### src/rtl/caltime_pkg.sv
package caltime_pkg;

  localparam int BYTE_W  = 8;
  localparam int REG_CNT = 8;
  localparam int ADDR_W  = $clog2(REG_CNT);

  typedef enum logic [ADDR_W-1:0] {
    A_CTRL  = 3'd0,
    A_SEC   = 3'd1,
    A_MIN   = 3'd2,
    A_HOUR  = 3'd3,
    A_DAYC  = 3'd4,
    A_DATE  = 3'd5,
    A_MONTH = 3'd6,
    A_YEAR  = 3'd7
  } reg_sel_e;

  typedef struct packed {
    logic [6:0] sec;
    logic [6:0] min;
    logic [5:0] hour;
    logic [2:0] dow;
    logic [5:0] date;
    logic [4:0] month;
    logic [7:0] year;
  } caltime_t;

  localparam caltime_t CT_RESET = '{
    sec:   7'h00,
    min:   7'h00,
    hour:  6'h00,
    dow:   3'd1,
    date:  6'h01,
    month: 5'h01,
    year:  8'h00
  };

  localparam logic [BYTE_W-1:0] CTRL_RESET = 8'h90;
  localparam logic [BYTE_W-1:0] CTRL_CLR   = 8'hA0;
  localparam logic [BYTE_W-1:0] CTRL_SET   = 8'h90;

  // Both nibbles decimal
  function automatic logic bcd_ok(input logic [7:0] v);
    return (v[3:0] <= 4'd9) && (v[7:4] <= 4'd9);
  endfunction

  // Add one in BCD (no wrap handling; callers wrap before the limit)
  function automatic logic [7:0] bcd_inc(input logic [7:0] v);
    if (v[3:0] == 4'd9) return {v[7:4] + 4'd1, 4'd0};
    else                return {v[7:4], v[3:0] + 4'd1};
  endfunction

endpackage

### src/rtl/caltime_wrchk.sv
module caltime_wrchk
  import caltime_pkg::*;
(
  input  logic                wr_en,
  input  logic [ADDR_W-1:0]   addr,
  input  logic [BYTE_W-1:0]   wr_data,
  output logic [REG_CNT-1:0]  sel,
  output logic [REG_CNT-1:0]  ld
);

  // Per-field acceptance rule, keyed by register
  function automatic logic field_ok(input reg_sel_e r, input logic [7:0] v);
    logic ok;
    case (r)
      A_SEC, A_MIN: ok = bcd_ok({1'b0, v[6:0]}) && (v[6:0] <= 7'h59);
      A_HOUR:       ok = bcd_ok({2'b0, v[5:0]}) && (v[5:0] <= 6'h23);
      A_DATE:       ok = bcd_ok({2'b0, v[5:0]}) && (v[5:0] != 6'h00);
      A_MONTH:      ok = bcd_ok({3'b0, v[4:0]}) && (v[4:0] >= 5'h01) && (v[4:0] <= 5'h12);
      A_YEAR:       ok = bcd_ok(v);
      default:      ok = 1'b1;
    endcase
    return ok;
  endfunction

  for (genvar i = 0; i < REG_CNT; i++) begin : g_field
    localparam reg_sel_e SEL = reg_sel_e'(i);
    assign sel[i] = wr_en && (addr == SEL);
    assign ld[i]  = sel[i] && field_ok(SEL, wr_data);
  end

endmodule

### src/rtl/caltime_advance.sv
module caltime_advance
  import caltime_pkg::*;
#(
  parameter bit LEAP_EN = 1'b1
) (
  input  caltime_t cur,
  output caltime_t nxt
);

  logic [7:0] inc_sec, inc_min, inc_hour, inc_date, inc_mon, inc_year;
  logic [7:0] dim;
  logic [6:0] ybin;
  logic       leap;

  assign inc_sec  = bcd_inc({1'b0, cur.sec});
  assign inc_min  = bcd_inc({1'b0, cur.min});
  assign inc_hour = bcd_inc({2'b0, cur.hour});
  assign inc_date = bcd_inc({2'b0, cur.date});
  assign inc_mon  = bcd_inc({3'b0, cur.month});
  assign inc_year = bcd_inc(cur.year);

  // Month length in BCD
  always_comb begin
    ybin = 7'(cur.year[7:4]) * 7'd10 + 7'(cur.year[3:0]);
    leap = LEAP_EN && (ybin[1:0] == 2'b00);
    case (cur.month)
      5'h02:                      dim = leap ? 8'h29 : 8'h28;
      5'h04, 5'h06, 5'h09, 5'h11: dim = 8'h30;
      default:                    dim = 8'h31;
    endcase
  end

  // BCD carry chain
  always_comb begin
    nxt = cur;
    if (cur.sec != 7'h59) begin
      nxt.sec = inc_sec[6:0];
    end else begin
      nxt.sec = 7'h00;
      if (cur.min != 7'h59) begin
        nxt.min = inc_min[6:0];
      end else begin
        nxt.min = 7'h00;
        if (cur.hour != 6'h23) begin
          nxt.hour = inc_hour[5:0];
        end else begin
          nxt.hour = 6'h00;
          nxt.dow  = (cur.dow == 3'd7) ? 3'd1 : cur.dow + 3'd1;
          if ({2'b0, cur.date} < dim) begin
            nxt.date = inc_date[5:0];
          end else begin
            nxt.date = 6'h01;
            if (cur.month != 5'h12) begin
              nxt.month = inc_mon[4:0];
            end else begin
              nxt.month = 5'h01;
              nxt.year  = (cur.year == 8'h99) ? 8'h00 : inc_year;
            end
          end
        end
      end
    end
  end

endmodule

### src/rtl/caltime_regs.sv
module caltime_regs
  import caltime_pkg::*;
#(
  parameter bit LEAP_EN    = 1'b1,
  parameter int RST_STAGES = 2
) (
  input  logic        clk,
  input  logic        rst_n,
  input  logic        tick,
  input  logic        wr_en,
  input  logic [2:0]  addr,
  input  logic [7:0]  wr_data,
  output logic [7:0]  rd_data
);

  // Reset: asynchronous assert, synchronous release
  logic [RST_STAGES-1:0] rst_pipe;
  logic                  rst_sync_n;

  always_ff @(posedge clk or negedge rst_n) begin
    if (!rst_n) rst_pipe <= '0;
    else        rst_pipe <= {rst_pipe[RST_STAGES-2:0], 1'b1};
  end
  assign rst_sync_n = rst_pipe[RST_STAGES-1];

  // State
  caltime_t           time_q, time_d, time_adv;
  logic               stop_q, stop_d;
  logic               cent_q, cent_d;
  logic [BYTE_W-1:0]  ctrl_q, ctrl_d;
  logic [REG_CNT-1:0] sel, ld;
  logic               run, time_en, stop_en, cent_en, ctrl_en;

  caltime_wrchk u_wrchk (
    .wr_en   (wr_en),
    .addr    (addr),
    .wr_data (wr_data),
    .sel     (sel),
    .ld      (ld)
  );

  caltime_advance #(.LEAP_EN(LEAP_EN)) u_adv (
    .cur (time_q),
    .nxt (time_adv)
  );

  assign run     = tick && !stop_q;
  assign time_en = run || (|ld);
  assign stop_en = sel[A_SEC];
  assign cent_en = sel[A_DAYC];
  assign ctrl_en = sel[A_CTRL];

  // Next state: ticked value, then accepted field writes override
  always_comb begin
    time_d = run ? time_adv : time_q;
    if (ld[A_SEC])   time_d.sec   = wr_data[6:0];
    if (ld[A_MIN])   time_d.min   = wr_data[6:0];
    if (ld[A_HOUR])  time_d.hour  = wr_data[5:0];
    if (ld[A_DAYC])  time_d.dow   = wr_data[2:0];
    if (ld[A_DATE])  time_d.date  = wr_data[5:0];
    if (ld[A_MONTH]) time_d.month = wr_data[4:0];
    if (ld[A_YEAR])  time_d.year  = wr_data;
    stop_d = wr_data[7];
    cent_d = wr_data[6];
    ctrl_d = (wr_data & ~CTRL_CLR) | CTRL_SET;
  end

  // Registers
  always_ff @(posedge clk or negedge rst_sync_n) begin
    if (!rst_sync_n)  time_q <= CT_RESET;
    else if (time_en) time_q <= time_d;
  end

  always_ff @(posedge clk or negedge rst_sync_n) begin
    if (!rst_sync_n)  stop_q <= 1'b0;
    else if (stop_en) stop_q <= stop_d;
  end

  always_ff @(posedge clk or negedge rst_sync_n) begin
    if (!rst_sync_n)  cent_q <= 1'b0;
    else if (cent_en) cent_q <= cent_d;
  end

  always_ff @(posedge clk or negedge rst_sync_n) begin
    if (!rst_sync_n)  ctrl_q <= CTRL_RESET;
    else if (ctrl_en) ctrl_q <= ctrl_d;
  end

  // Read mux
  always_comb begin
    case (reg_sel_e'(addr))
      A_CTRL:  rd_data = ctrl_q;
      A_SEC:   rd_data = {stop_q, time_q.sec};
      A_MIN:   rd_data = {1'b0, time_q.min};
      A_HOUR:  rd_data = {2'b0, time_q.hour};
      A_DAYC:  rd_data = {1'b0, cent_q, 3'b000, time_q.dow};
      A_DATE:  rd_data = {2'b0, time_q.date};
      A_MONTH: rd_data = {3'b0, time_q.month};
      A_YEAR:  rd_data = time_q.year;
      default: rd_data = '0;
    endcase
  end

  // Assertions
  AST_SEC_IN_RANGE: assert property (@(posedge clk) disable iff (!rst_sync_n)
    bcd_ok({1'b0, time_q.sec}) && (time_q.sec <= 7'h59));

  AST_MONTH_IN_RANGE: assert property (@(posedge clk) disable iff (!rst_sync_n)
    (time_q.month >= 5'h01) && (time_q.month <= 5'h12));

  AST_CTRL_FORCED_BITS: assert property (@(posedge clk) disable iff (!rst_sync_n)
    ctrl_q[7] && ctrl_q[4] && !ctrl_q[5]);

  AST_STOP_FREEZES: assert property (@(posedge clk) disable iff (!rst_sync_n)
    (stop_q && !wr_en) |=> $stable(time_q));

  AST_TICK_MOVES_SEC: assert property (@(posedge clk) disable iff (!rst_sync_n)
    (tick && !stop_q && !wr_en) |=> (time_q.sec != $past(time_q.sec)));

  AST_BAD_MIN_KEPT: assert property (@(posedge clk) disable iff (!rst_sync_n)
    (wr_en && (addr == 3'd2) && !tick && (wr_data[6:4] > 3'd5)) |=> $stable(time_q.min));

endmodule

### config.mk
export PLATFORM = sky130hd
export DESIGN_NAME = caltime_regs
export DESIGN_NICKNAME = d
export VERILOG_FILES = /design/src/rtl/caltime_pkg.sv /design/src/rtl/caltime_wrchk.sv /design/src/rtl/caltime_advance.sv /design/src/rtl/caltime_regs.sv
export SDC_FILE = /design/constraint.sdc
export NUM_CORES = 1
export LEC_CHECK = 0
export ABC_AREA = 1
export BUFFER_PORTS_ARGS = -buffer_cell sky130_fd_sc_hd__buf_2
export CAP_MARGIN = 20
export CORE_MARGIN = 4
export CORE_UTILIZATION = 40
export CTS_CLUSTER_SIZE = 40
export DETAILED_ROUTE_END_ITERATION = 6
export MAX_ROUTING_LAYER = met4
export PLACE_DENSITY = 0.53
export RECOVER_POWER = 50
export SLEW_MARGIN = 10
export SYNTH_ARGS = -nofsm -noshare
export SYNTH_HDL_FRONTEND = slang
export SYNTH_SLANG_ARGS = --single-unit
### constraint.sdc
create_clock -name clk -period 2.5 [get_ports clk]
set_input_delay 0.375 -clock clk [delete_from_list [all_inputs] [get_ports clk]]
set_output_delay 0.375 -clock clk [all_outputs]
set_load 0.01 [all_outputs]
==> flow_results.org, run 1 <==
** STA
- Setup Viol. Count Final :: 0
- The number of hold violations in the final report came to 0.
- Final-layout setup total negative slack :: 0 ns
- Setup repair after global routing missed its margin :: no
- After layout, the worst path uses 90.8% of the clock period.
- The max-slew violation count is 0.
- Timing would allow up to 441 MHz.
- At the pin with the least slew margin, the transition time is 1.06 ns.
- Period minus WS final :: 2.27 ns
- Headroom to the max-slew limit came out at 29.6%.
- Skew final :: 0.0153 ns

** Detailed routing
- Vias per cell :: 5.69
- The routed layout has 3452 vias.
- The first routing iteration left 279 violations.
- Post-route DRC :: 0
- Number of nets with antenna violations after routing :: 0
- The first detailed-routing pass ran for 5 iterations.
- Total detailed-routing wirelength :: 10800 µm
- After detailed routing, the average wire length per cell comes to 17.7 µm.

** Synthesis
- Combined area of all synthesized cells :: 3630 µm²
- Most instantiated flip-flop cell in the synthesis netlist :: sky130_fd_sc_hd__dfrtp_1
- The share of the Yosys chip area taken by registers is 35.2%.
- When the netlist entered floorplanning its net count stood at 501.
- Gate count after technology mapping :: 465
- Synth top area cells :: sky130_fd_sc_hd__dfrtp_1 (33%), sky130_fd_sc_hd__nand2_1 (9.0%), sky130_fd_sc_hd__ha_1 (7.2%)
- Synth top area share :: 33.1%
- sky130_fd_sc_hd__nand2_1 is the most common cell in the netlist.
- Cell types with the highest counts after synthesis :: sky130_fd_sc_hd__nand2_1 (87), sky130_fd_sc_hd__inv_1 (56), sky130_fd_sc_hd__dfrtp_1 (48)
- Each instance of the synthesized netlist takes up on average 7.81 µm².
- Cell type with the largest total area after synthesis :: sky130_fd_sc_hd__dfrtp_1
- Yosys mapped a number of flops with a built-in enable equal to 0.
- Async set-or-reset flop fraction in the synthesized netlist :: 100%
- Synth unique cells :: 41
- After synthesis the netlist holds a flip-flop and latch count of 51.
- Warnings from Yosys :: 0

** Global route
- The number of antenna violations at the first check in global routing was 0.
- Total grt overflow :: 0
- Via count of the first global-routing pass :: 3296
- For this run, the total global-route usage over all layers was measured as 21.8%.
- Entering global routing, the biggest net connects 26 pins.
- The first global-routing pass estimated 17300 µm of wire.

** Flow run
- Across the run, the number of max-cap violations was 0.

** Outcome
- The run finished with clean final reports.

** Worst setup path
- At the worst endpoint, the arrival time is 1.89 ns.
- The signal on the critical path passes through clkbuf_1 -> inv_2 -> nor3_4 -> inv_1 -> o22ai_1 -> a221oi_1 -> nand3_1 -> buf_2.
- Library cell contributing the largest single delay on the critical path :: sky130_fd_sc_hd__nor3_4
- Counting both buffers and inverters, the worst setup path holds a total of 4.
- STA puts the critical path data required time at 2.12 ns.
- Critical path endpoint category :: output port
- In this run the worst path has a maximum fanout of 7.
- Type of the setup path with the least slack :: primary input to output port
- The worst setup path is launched from a primary input.
- Gate family responsible for the most delay along the worst path :: buffers and inverters
- The largest single stage delay on the critical path is 0.39 ns.

** Power and ir drop
- In this run the power density over the cells is 795 nW/µm².
- Peak supply drop :: 507 µV
- Leakage component of the power :: 1.95 nW

** Floorplan
- Vertical extent of the die :: 103 µm
- Row cnt :: 34
- Count of boundary I/O pins :: 23
- The floorplan step defined a die boundary enclosing 10700 µm².
- For this configuration, the core starts out at a cell density of 41.5%.
- Floorplan core area :: 8760 µm²
- The floorplan step set the die width to 103 µm.

** Clock tree
- The tree is rooted in a sky130_fd_sc_hd__clkbuf_8.
- No sink is reached through more buffers than the 2 on the longest clock path.
- CTS H-tree lvls :: 2
- Clock transition at the registers of the reported paths :: 0.10 ns
- Clock tree from TritonCTS :: done
- The later pin in the worst-skew pair is clocked with a latency of 0.32 ns.
- The clock net in this run drives a total of 51 sinks.
- Cts bufs inserted :: 5

** Finish
- Layout Cell Area excl Fill :: 4030 µm²
- Relative to the synthesized area, the layout overhead comes to 10.8%.
- The final layout contains 534 nets.
- Count of inserted antenna diode cells :: 0
- Of the cells placed in the final design, the portion with a size suffix greater than 1 is 14.8%.

** Hold path
- The tightest min-delay check is of the register to register type.

** Place
- The HPWL after detailed placement is 8340 µm.
- Port buffering added 22 buffers.
- Summing all placed instances gives a cell area of 3920 µm².
- The congestion estimate from routability-driven global placement came to 0.876.
final cells by class:
type | count | area (µm²)
fill | 881 | 4740
multi-input combinational | 345 | 2090
sequential | 51 | 1280
inverter | 66 | 248
timing repair buffer | 29 | 160
tap | 108 | 135
clock buffer | 5 | 68.8
clock inverter | 3 | 46.3
worst paths after layout:
path | start | end | slack [ns] | cells past startpoint
max | addr[1] | rd_data[0] | 0.23 | 8
min | rst_pipe[0]$_DFF_PN0_ | rst_pipe[1]$_DFF_PN0_ | 0.36 | 0
max reg2reg | time_q[10]$_DFFE_PN0P_ | time_q[9]$_DFFE_PN0P_ | 0.36 | 10
min reg2reg | rst_pipe[0]$_DFF_PN0_ | rst_pipe[1]$_DFF_PN0_ | 0.36 | 0
max in group asynchronous | rst_pipe[1]$_DFF_PN0_ | time_q[9]$_DFFE_PN0P_ | 0.85 | 1
min in group asynchronous | rst_n | rst_pipe[0]$_DFF_PN0_ | 0.37 | 2
per-layer routing:
metal  vias up  routed length (µm)  global-route usage (%)
li1       1681                   -                       -
met4         0                 190                    6.97
met3        15                 658                    3.09
met1      1638                5040                    30.2
met2       118                4860                    32.9
met5         -                   0                       -
cells in the final DEF, fill, tap and decap left out, types with 5 or more instances in the layout:
master	synthesis	layout
sky130_fd_sc_hd__nand4_1	9	9
sky130_fd_sc_hd__clkbuf_8	0	5
sky130_fd_sc_hd__buf_4	0	5
sky130_fd_sc_hd__dfrtp_1	48	48
sky130_fd_sc_hd__a21oi_1	20	20
sky130_fd_sc_hd__inv_2	9	9
sky130_fd_sc_hd__xnor2_1	10	10
sky130_fd_sc_hd__o22ai_1	37	37
sky130_fd_sc_hd__xor2_1	7	7
sky130_fd_sc_hd__nand3_1	33	33
sky130_fd_sc_hd__a221oi_1	6	6
sky130_fd_sc_hd__ha_1	21	21
sky130_fd_sc_hd__nand2_1	87	86
sky130_fd_sc_hd__o21ai_1	5	5
sky130_fd_sc_hd__nor2_1	23	23
sky130_fd_sc_hd__o21ai_0	42	42
sky130_fd_sc_hd__nand2_2	5	6
sky130_fd_sc_hd__inv_1	56	56
sky130_fd_sc_hd__buf_2	2	20
through the flow:
stage          total power (W)  setup slack, ns  util (%)  cells  hold WS [ns]
2_1_floorplan          0.00221            0.586         -    465        0.0794
3_3_place_gp           0.00258            0.382      44.7    598         0.159
3_5_place_dp           0.00259            0.329      44.7    598         0.164
4_1_cts                0.00322            0.296      46.1    607         0.309
5_1_grt                0.00346           0.0834      45.9    607         0.363
6_report               0.00320            0.231      45.9    607         0.358
state kept, by name, indices dropped and copies added, names as in the netlist:
name / cells
stop_q: 1
time_q: 42
cent_q: 1
rst_pipe: 2
ctrl_q: 5
power breakdown:
group | total, W | switching (W) | internal [W]
logic | 0.00121 | 0.000694 | 0.000512
clock network | 0.000619 | 0.000317 | 0.000302
registers | 0.00138 | 0.000303 | 0.00107
what timing repair did:
action / CTS / global route
setup buffers: 0 / 0
resized for setup: 0 / 1
endpoints found under the hold margin: 2 / 0
setup endpoints to repair: 0 / 2
hold buffers: 1 / 0
logic make-up (layout without fill, tap and decap cells):
kind of cell | Yosys count | in the layout | share of synthesized area (%)
compound gates | 119 | 119 | 19.1
flops | 51 | 51 | 35.2
xor+xnor | 17 | 17 | 4.10
buf+inv | 69 | 103 | 7.40
fa+ha+maj | 21 | 21 | 7.23
mux | 1 | 1 | 0.310
other cells | 1 | 1 | 0.103
simple gates | 186 | 186 | 26.5
Note: power is estimated with default switching activity, not from simulation.
==> inputs of run 2 (changes only) <==
CELL_PAD_IN_SITES_DETAIL_PLACEMENT = 2   (was default)
CELL_PAD_IN_SITES_GLOBAL_PLACEMENT = 2   (was default)
CORE_UTILIZATION = 39   (was 40)
PLACE_DENSITY = 0.82   (was 0.53)
==> run 2 against run 1 <==
Against the previous run: register-to-register slack lost 0.05 ns; sequential share of layout area shrank 0.13 points; design area grew 0.40%; sequential cell count is the same; first-iteration DRC count shrank 25%; combinational power grew 7%; non-clock buffer count grew 2; setup slack gained 0.050 ns.
==> flow_results.org, run 2 (same netlist as run 1, synthesis figures left out) <==
** Global route
- Pin count of the biggest net entering global routing :: 19 (-27%)
- Antenna violations before repair :: 0 (unchanged)
- The total congestion overflow came to 0 (unchanged).
- The via count of the first global-routing pass was 4011 (+22%).
- The global-route usage over all layers was 26.0% (+4.2 points).
- The first-pass GRT wire length came to 21800 µm (+26%).

** Detailed routing
- The highest metal layer carrying signal wires in the routed design is met4.
- The total met2 wirelength after detailed routing came to 6510 µm (+34%).
- Total number of vias :: 3568 (+3.4%)
- The wire length per cell is 22.3 µm (+26%).
- The total wirelength of the detailed-routed design came to 13600 µm (+26%).
- Met1 layer wirelength in the final routing :: 6360 µm (+26%)
- The via count normalized by instance count was 5.86 (+3.0%).
- Number of nets with antenna violations after routing :: 0 (unchanged)
- The DRC violations left came to 0 (unchanged).
- The detailed-router iteration count before antenna repair came to 4 (-1).
- The detailed route wirelength on metal3 is 548 µm (-17%).
- The count of routing violations after the opening detailed-route iteration was 209 (-25%).

** STA
- The worst hold-check slack came to 0.326 ns (-0.0316 ns).
- Max_slew headroom :: 19.0% (-11 points)
- The sum of negative setup slack is 0 ns (unchanged).
- The clock period minus final worst setup slack is 2.22 ns (-0.0500 ns).
- The final setup skew was 0.0123 ns (-0.00300 ns).
- The maximum clock frequency was 451 MHz (+2.3%).
- Count of pins over their slew limit :: 0 (unchanged)
- Slew at the pin closest to its max-slew limit :: 1.21 ns (+0.158 ns)
- The setup-violating endpoint count in the final report came to 0 (unchanged).
- Setup repair after global routing missed its margin :: no
- Final Cycle Share :: 88.8% (-2.0 points)
- Hold violation count in the final report :: 0 (unchanged)

** Place
- Port bufs :: 22 (unchanged)
- The HPWL after detailed placement was 10600 µm (+27%).
- The global placer's final weighted congestion is 0.847 (-3.3%).
- Dpl cell area :: 3920 µm² (about the same)

** Finish
- Synth-to-Final Area Change :: 11.2%
- Layout Cell Area excl Fill :: 4040 µm² (+0.40%)
- The library cell used most frequently in the layout, excluding fill and tap cells, is sky130_fd_sc_hd__nand2_1.
- The largest registers in the layout are time_q (42), ctrl_q (5), rst_pipe (2).
- Ranked by flip-flop count, first place goes to time_q.
- The flip-flop count of the largest register, all copies and words added is 42 (unchanged).
- The share of cells above drive strength 1 was 15.2% (+0.34 points).
- In the layout the commonest cells are sky130_fd_sc_hd__nand2_1 (86), sky130_fd_sc_hd__inv_1 (56), sky130_fd_sc_hd__dfrtp_1 (48).
- Finished Core Util :: 45.5% (-0.48 points)
- Count of inserted antenna diode cells :: 0 (unchanged)
- Layout Nets :: 536 (+0.37%)

** Worst setup path
- The required time reported for the critical path endpoint was 2.12 ns (about the same).
- Type of the setup path with the least slack :: primary input to output port
- The worst setup path is launched from a primary input.
- The worst register-to-register path ends at time_q[10]$_DFFE_PN0P_.
- The maximum fanout encountered on the critical timing path came to 7 (unchanged).
- The worst setup path is captured at an output port.
- R2r startpoint :: time_q[10]$_DFFE_PN0P_
- The data arrival at the endpoint of the critical path is 1.84 ns (-0.05 ns).
- Worst Reg2Reg Path Length in Cells :: 11 (+1)
- FF-to-FF setup slack :: 0.31 ns (-0.05 ns)

** Hold path
- The worst hold path belongs to the class register to asynchronous set/reset pin.

** Clock tree
- The TritonCTS buffer count is 5 (unchanged).
- CTS Buffer Depth :: 2 (unchanged)
- Clock transition at the registers of the reported paths :: 0.10 ns (about the same)
- Clock network latency to the later pin of the worst-skew pair :: 0.32 ns (about the same)
- The cell sitting at the root of the clock tree is a sky130_fd_sc_hd__clkbuf_8.
- The number of H-tree branching levels was 2 (unchanged).
- TritonCTS built the clock tree.
- TritonCTS Sinks :: 51 (unchanged)

** Floorplan
- Vertical extent of the die :: 105 µm (+1.2%)
- Die width :: 105 µm (+1.2%)
- Floorplan core area :: 8890 µm² (+1.5%)
- The full die area came to 10900 µm² (+2.4%).
- Effective utilization at floorplan :: 40.9% (-0.60 points)
- Row cnt :: 34 (unchanged)
- Count of boundary I/O pins :: 23 (unchanged)

** Power and ir drop
- The power per standard cell area is 825 nW/µm² (+3.8%).
- The maximum VDD drop is 376 µV (-26%).
- The leakage power came to 1.96 nW (+0.57%).

** Flow run
- Number of maximum-capacitance constraint violations :: 0 (unchanged)

** Outcome
- The run finished with clean final reports.
[run 2: cell types whose count changed in the layout (fill, tap and decap cells not counted)]
cell                         delta
sky130_fd_sc_hd__buf_4          +1
sky130_fd_sc_hd__clkbuf_8       +1
sky130_fd_sc_hd__buf_2          +1
sky130_fd_sc_hd__nor2_1         -1
sky130_fd_sc_hd__inv_6          -1
sky130_fd_sc_hd__clkinvlp_4     -1
sky130_fd_sc_hd__nor2_2         +1
sky130_fd_sc_hd__clkbuf_1       +1
sky130_fd_sc_hd__clkbuf_2       -1
sky130_fd_sc_hd__clkinv_2       +1
[run 2: metrics by stage]
stage / setup slack, ns / std cells / total power, W
6_report: 0.281 / 609 / 0.00334
5_1_grt: 0.0425 / 609 / 0.00357
4_1_cts: 0.195 / 609 / 0.00334
3_5_place_dp: 0.188 / 600 / 0.00269
3_3_place_gp: 0.373 / 600 / 0.00257
2_1_floorplan: 0.586 / 465 / 0.00221
[run 2: area by class of cell]
type / instances / area [µm²]
Fill cell: 1073 / 4850
Multi-Input combinational cell: 345 / 2090
Sequential cell: 51 / 1280
Inverter: 66 / 248
Timing Repair Buffer: 31 / 171
Tap cell: 108 / 135
Clock buffer: 6 / 82.6
Clock inverter: 2 / 35.0
[run 2: worst max path at each step]
stage	end	slack [ns]	from	cells past startpoint
2_1_floorplan	time_q[4]$_DFFE_PN0P_	0.59	time_q[10]$_DFFE_PN0P_	11
3_3_place_gp	rd_data[0]	0.37	addr[1]	8
3_5_place_dp	time_q[1]$_DFFE_PN0P_	0.19	time_q[10]$_DFFE_PN0P_	11
4_1_cts	time_q[1]$_DFFE_PN0P_	0.19	time_q[10]$_DFFE_PN0P_	11
5_1_grt	time_q[2]$_DFFE_PN0P_	0.04	time_q[10]$_DFFE_PN0P_	11
6_report	rd_data[0]	0.28	addr[1]	8
[run 2: critical path, cell delays in order]
cell	delay [ns]
sky130_fd_sc_hd__buf_2	0.22
sky130_fd_sc_hd__inv_2	0.09
sky130_fd_sc_hd__nor3_4	0.41
sky130_fd_sc_hd__inv_1	0.20
sky130_fd_sc_hd__o22ai_1	0.20
sky130_fd_sc_hd__a221oi_1	0.11
sky130_fd_sc_hd__nand3_1	0.10
sky130_fd_sc_hd__buf_2	0.13
[run 2: report_power, final]
| part | internal, W | switching (W) |
|---|---|---|
| clock network | 0.000325 | 0.000313 |
| logic | 0.000521 | 0.000777 |
| registers | 0.00107 | 0.000326 |
| total | 0.00192 | 0.00142 |
[run 2: repair_timing]
action | 4_1_cts | 5_1_grt
setup buffers | 0 | 0
gates resized for setup | 0 | 2
hold buffers | 1 | 0
endpoints found under the hold margin | 2 | 0
setup endpoints to repair | 0 | 10
[run 2: metal layers]
layer  vias to the layer above  global-route usage, %
li1                       1674                      -
met1                      1804                   35.4
met5                         -                      -
met4                         0                   5.22
met3                        17                   3.04
met2                        73                   42.0
==> inputs of run 3 (changes only) <==
CORE_UTILIZATION = 37   (was 39)
SYNTH_HIERARCHICAL = 1   (was default)
==> run 3 against run 2 <==
Against the previous run: the run now ends with max-capacitance violations, max-slew violations, negative setup slack left; total power rose by 55%; clock power rose by 19%; non-clock buffer count rose by 24.
==> flow_results.org, run 3 <==
** Finish
- Synth-to-Final Area Change :: 14.1%
- In the layout the commonest cells are sky130_fd_sc_hd__nand2_1 (164), sky130_fd_sc_hd__nor2_1 (111), sky130_fd_sc_hd__inv_1 (84).
- Count of inserted antenna diode cells :: 0 (unchanged)
- The number of nets at the end of the flow came to 756 (+41%).
- The filler cell count in the final layout was 1456 (+36%).
- FF+latch area :: 1280 µm² (+0.39%)
- The share of cells above drive strength 1 was 16.5% (+1.3 points).
- Registers with the most flip-flops :: time_q (42), ctrl_q (5), rst_pipe (2)
- Register with the highest flop count :: time_q
- Leaving out fill and tap cells, the most frequent cell in the layout is sky130_fd_sc_hd__nand2_1.
- The multi-input logic area came to 2740 µm² (+31%).
- The flip-flop count of the largest register, all copies and words added came to 42 (unchanged).

** Flow run
- The total of max-cap violations is 1 (+1).

** Power and ir drop
- The power per standard cell area is 1020 nW/µm² (+23%).
- Overall Power :: 0.00517 W (+55%)
- The leakage power was 2.61 nW (+33%).
- The maximum VDD drop is 366 µV (-2.7%).

** Place
- The global placer's final weighted congestion is 0.889 (+5.0%).
- Detailed Place HPWL :: 13500 µm (+27%)
- Port bufs :: 22 (unchanged)

** STA
- Final-layout setup total negative slack :: -0.321 ns (-0.321 ns)
- The share of the clock period used by the worst path after layout is 111% (+22 points).
- The max-slew violation count came to 29 (+29).
- The setup-violating endpoint count in the final report is 2 (+2).
- The worst path setup slack after routing was -0.279 ns (-0.559 ns).
- Slew at the pin closest to its max-slew limit :: 1.75 ns (+0.532 ns)
- The clock period minus final worst setup slack is 2.78 ns (+0.559 ns).
- The maximum clock frequency is 360 MHz (-20%).
- Hold violation count in the final report :: 0 (unchanged)
- The worst relative slew slack came to -16.4% (-35 points).
- The final setup skew was 0.00441 ns (-0.00793 ns).

** Detailed routing
- The wire length per cell is 22.3 µm (about the same).
- Number of optimization iterations in the first detailed-route pass :: 5 (+1)
- Number of nets with antenna violations after routing :: 0 (unchanged)
- Post-route DRC :: 0 (unchanged)
- Vias per cell :: 5.73 (-2.3%)
- Total detailed-routing wirelength :: 19300 µm (+42%)
- Total number of vias :: 4959 (+39%)
- The count of routing violations after the opening detailed-route iteration is 327 (+56%).

** Synthesis
- The synthesized instance count came to 680 (+46%).
- The number of flip-flops and latches in the synthesized netlist is 51 (unchanged).
- The area share of the largest cell type after synthesis was 27.0% (-6.1 points).
- Nets in the synthesized netlist :: 714 (+43%)
- In the synthesized netlist the dominant register cell turns out to be sky130_fd_sc_hd__dfrtp_1.
- In the post-synthesis netlist, the cell with the most instances is sky130_fd_sc_hd__nand2_1.
- The distinct cell type count after synthesis was 42 (+2.4%).
- Combined area of all synthesized cells :: 4450 µm² (+22%)
- The average instance area after synthesis came to 6.54 µm² (-16%).
- Cell types with the highest counts after synthesis :: sky130_fd_sc_hd__nand2_1 (166), sky130_fd_sc_hd__nor2_1 (115), sky130_fd_sc_hd__inv_1 (84)
- Warnings from Yosys :: 6 (+6)
- Number of synthesized flops with an enable pin :: 0 (unchanged)
- Synth top area cells :: sky130_fd_sc_hd__dfrtp_1 (27%), sky130_fd_sc_hd__nand2_1 (14%), sky130_fd_sc_hd__nor2_1 (9.7%)
- Async set-or-reset flop fraction in the synthesized netlist :: 100% (unchanged)
- Sequential area share after synthesis :: 28.8% (-6.5 points)
- Cell type with the largest total area after synthesis :: sky130_fd_sc_hd__dfrtp_1

** Worst setup path
- FF-to-FF setup slack :: -0.28 ns (-0.59 ns)
- Worst Reg2Reg Path Length in Cells :: 16 (+5)
- Critical path startpoint category :: register
- Worst Path Arrival :: 2.95 ns (+1.11 ns)
- Required time reported for the critical path endpoint :: 2.67 ns (+0.55 ns)
- CP Max Fanout :: 5 (-2)
- The worst setup path is captured at a register.
- Type of the setup path with the least slack :: register to register
- R2r startpoint :: time_q[10]$_DFFE_PN0P_
- Reg2reg end :: time_q[16]$_DFFE_PN0P_

** Outcome
- Result of the run :: finished with violations
- The checks that failed: max-capacitance violations, max-slew violations, negative setup slack.

** Global route
- The total congestion overflow is 0 (unchanged).
- Pin count of the biggest net entering global routing :: 29 (+10)
- The global-route usage over all layers was 26.9% (+0.83 points).
- The first-pass GRT wire length is 29000 µm (+33%).
- The via count of the first global-routing pass was 5202 (+30%).
- Antenna violations before repair :: 0 (unchanged)

** Floorplan
- The core area was 11600 µm² (+31%).
- The full die area came to 13800 µm² (+27%).
- The number of placement rows was 39 (+15%).
- Effective utilization at floorplan :: 38.3% (-2.6 points)
- Vertical extent of the die :: 118 µm (+13%)
- The top-level port count was 23 (unchanged).
- Die width :: 118 µm (+13%)

** Clock tree
- CTS Buffer Depth :: 2 (unchanged)
- The number of H-tree branching levels was 2 (unchanged).
- Cts bufs inserted :: 5 (unchanged)
- The clock-pin slew on the worst setup and hold paths came to 0.07 ns (-0.03 ns).
- Root buffer selected by CTS :: sky130_fd_sc_hd__clkbuf_16
- Clock network latency to the later pin of the worst-skew pair :: 0.30 ns (-0.02 ns)
- Clock tree from TritonCTS :: done
- The number of sinks handled by clock tree synthesis was 51 (unchanged).

** Hold path
- Class of the worst hold path :: register to asynchronous set/reset pin
[run 3: cell types whose count changed in the layout (fill, tap and decap cells not counted), moves of 28 or more]
| cell | delta |
|---|---|
| sky130_fd_sc_hd__nand2_1 | +78 |
| sky130_fd_sc_hd__inv_1 | +28 |
| sky130_fd_sc_hd__o22ai_1 | -36 |
| sky130_fd_sc_hd__nor2_1 | +89 |
| sky130_fd_sc_hd__a31oi_1 | +37 |
[run 3: final cells by class]
cell class                 instances  share of cell area, %
clock buffer                       6                   2.74
multi-input combinational        515                   54.0
timing repair buffer              55                   7.10
clock inverter                     2                  0.321
tap                              143                   3.53
inverter                          94                   6.95
sequential                        51                   25.3
[run 3: worst max-delay path by stage]
stage / to / slack (ns) / start
3_3_place_gp: time_q[1]$_DFFE_PN0P_ / 0.26 / time_q[11]$_DFFE_PN0P_
5_1_grt: time_q[16]$_DFFE_PN0P_ / -0.37 / time_q[10]$_DFFE_PN0P_
2_1_floorplan: time_q[1]$_DFFE_PN0P_ / 0.44 / time_q[11]$_DFFE_PN0P_
4_1_cts: time_q[0]$_DFFE_PN0P_ / 0.01 / time_q[11]$_DFFE_PN0P_
6_report: time_q[16]$_DFFE_PN0P_ / -0.28 / time_q[10]$_DFFE_PN0P_
3_5_place_dp: time_q[0]$_DFFE_PN0P_ / -0.02 / time_q[11]$_DFFE_PN0P_
[run 3: cell families after synthesis]
logic type      after synthesis  synth area share [%]
xor+xnor                      7                  1.38
compound gates               92                  12.2
mux                           7                  1.74
buf+inv                     115                  11.3
other cells                   1                0.0843
flops                        51                  28.8
simple gates                388                  39.1
fa+ha+maj                    19                  5.34
[run 3: per-stage QoR]
stage / util (%) / setup WS, ns / cell area [µm²] / std cells / hold WS [ns]
CTS: 42.4 / 0.0115 / 4920 / 852 / 0.0424
detailed placement: 40.8 / -0.0222 / 4740 / 843 / 0.0355
finish: 43.7 / -0.279 / 5070 / 866 / 0.0383
global route: 43.7 / -0.371 / 5070 / 866 / 0.0466
global placement: 40.8 / 0.261 / 4740 / 843 / 0.0343
floorplan: - / 0.441 / 4450 / 680 / 0.0794
[run 3: timing repair]
item	in CTS	in global routing
endpoints found under the setup margin	3	20
buffers inserted	0	13
gates resized for setup	4	16
cloned	0	1
endpoints found under the hold margin	2	0
hold buffers	1	0
pin swaps	0	12
[run 3: worst max-delay path, stage by stage, from the launching register on]
cell                      delay, ns
sky130_fd_sc_hd__dfrtp_2       0.46
sky130_fd_sc_hd__nor2_4        0.15
sky130_fd_sc_hd__nand2_2       0.08
sky130_fd_sc_hd__nor2_4        0.14
sky130_fd_sc_hd__inv_1         0.08
sky130_fd_sc_hd__ha_2          0.20
sky130_fd_sc_hd__nor2_4        0.11
sky130_fd_sc_hd__nand3_2       0.07
sky130_fd_sc_hd__nor2_2        0.11
sky130_fd_sc_hd__nand3_2       0.11
sky130_fd_sc_hd__nand2_4       0.13
sky130_fd_sc_hd__nand2_2       0.12
sky130_fd_sc_hd__o21ai_0       0.26
sky130_fd_sc_hd__nand2_1       0.10
sky130_fd_sc_hd__nor2_1        0.10
sky130_fd_sc_hd__nand2_1       0.07
sky130_fd_sc_hd__a31oi_1       0.34
[run 3: metal layers]
metal / global-route usage [%] / vias to the layer above / share of wire (%)
met2: 45.7 / 114 / 51
li1: - / 2311 / -
met4: 6.52 / 0 / 1.5
met3: 2.50 / 25 / 3.0
met5: - / - / 0
met1: 34.6 / 2509 / 45
[run 3: where the power goes]
group / switching (W) / internal [W] / total, W / leakage, nW
logic: 0.00166 / 0.000993 / 0.00265 / 2.00
registers: 0.000568 / 0.00119 / 0.00176 / 0.530
clock network: 0.000360 / 0.000402 / 0.000762 / 0.0731
total: 0.00259 / 0.00258 / 0.00517 / 2.61
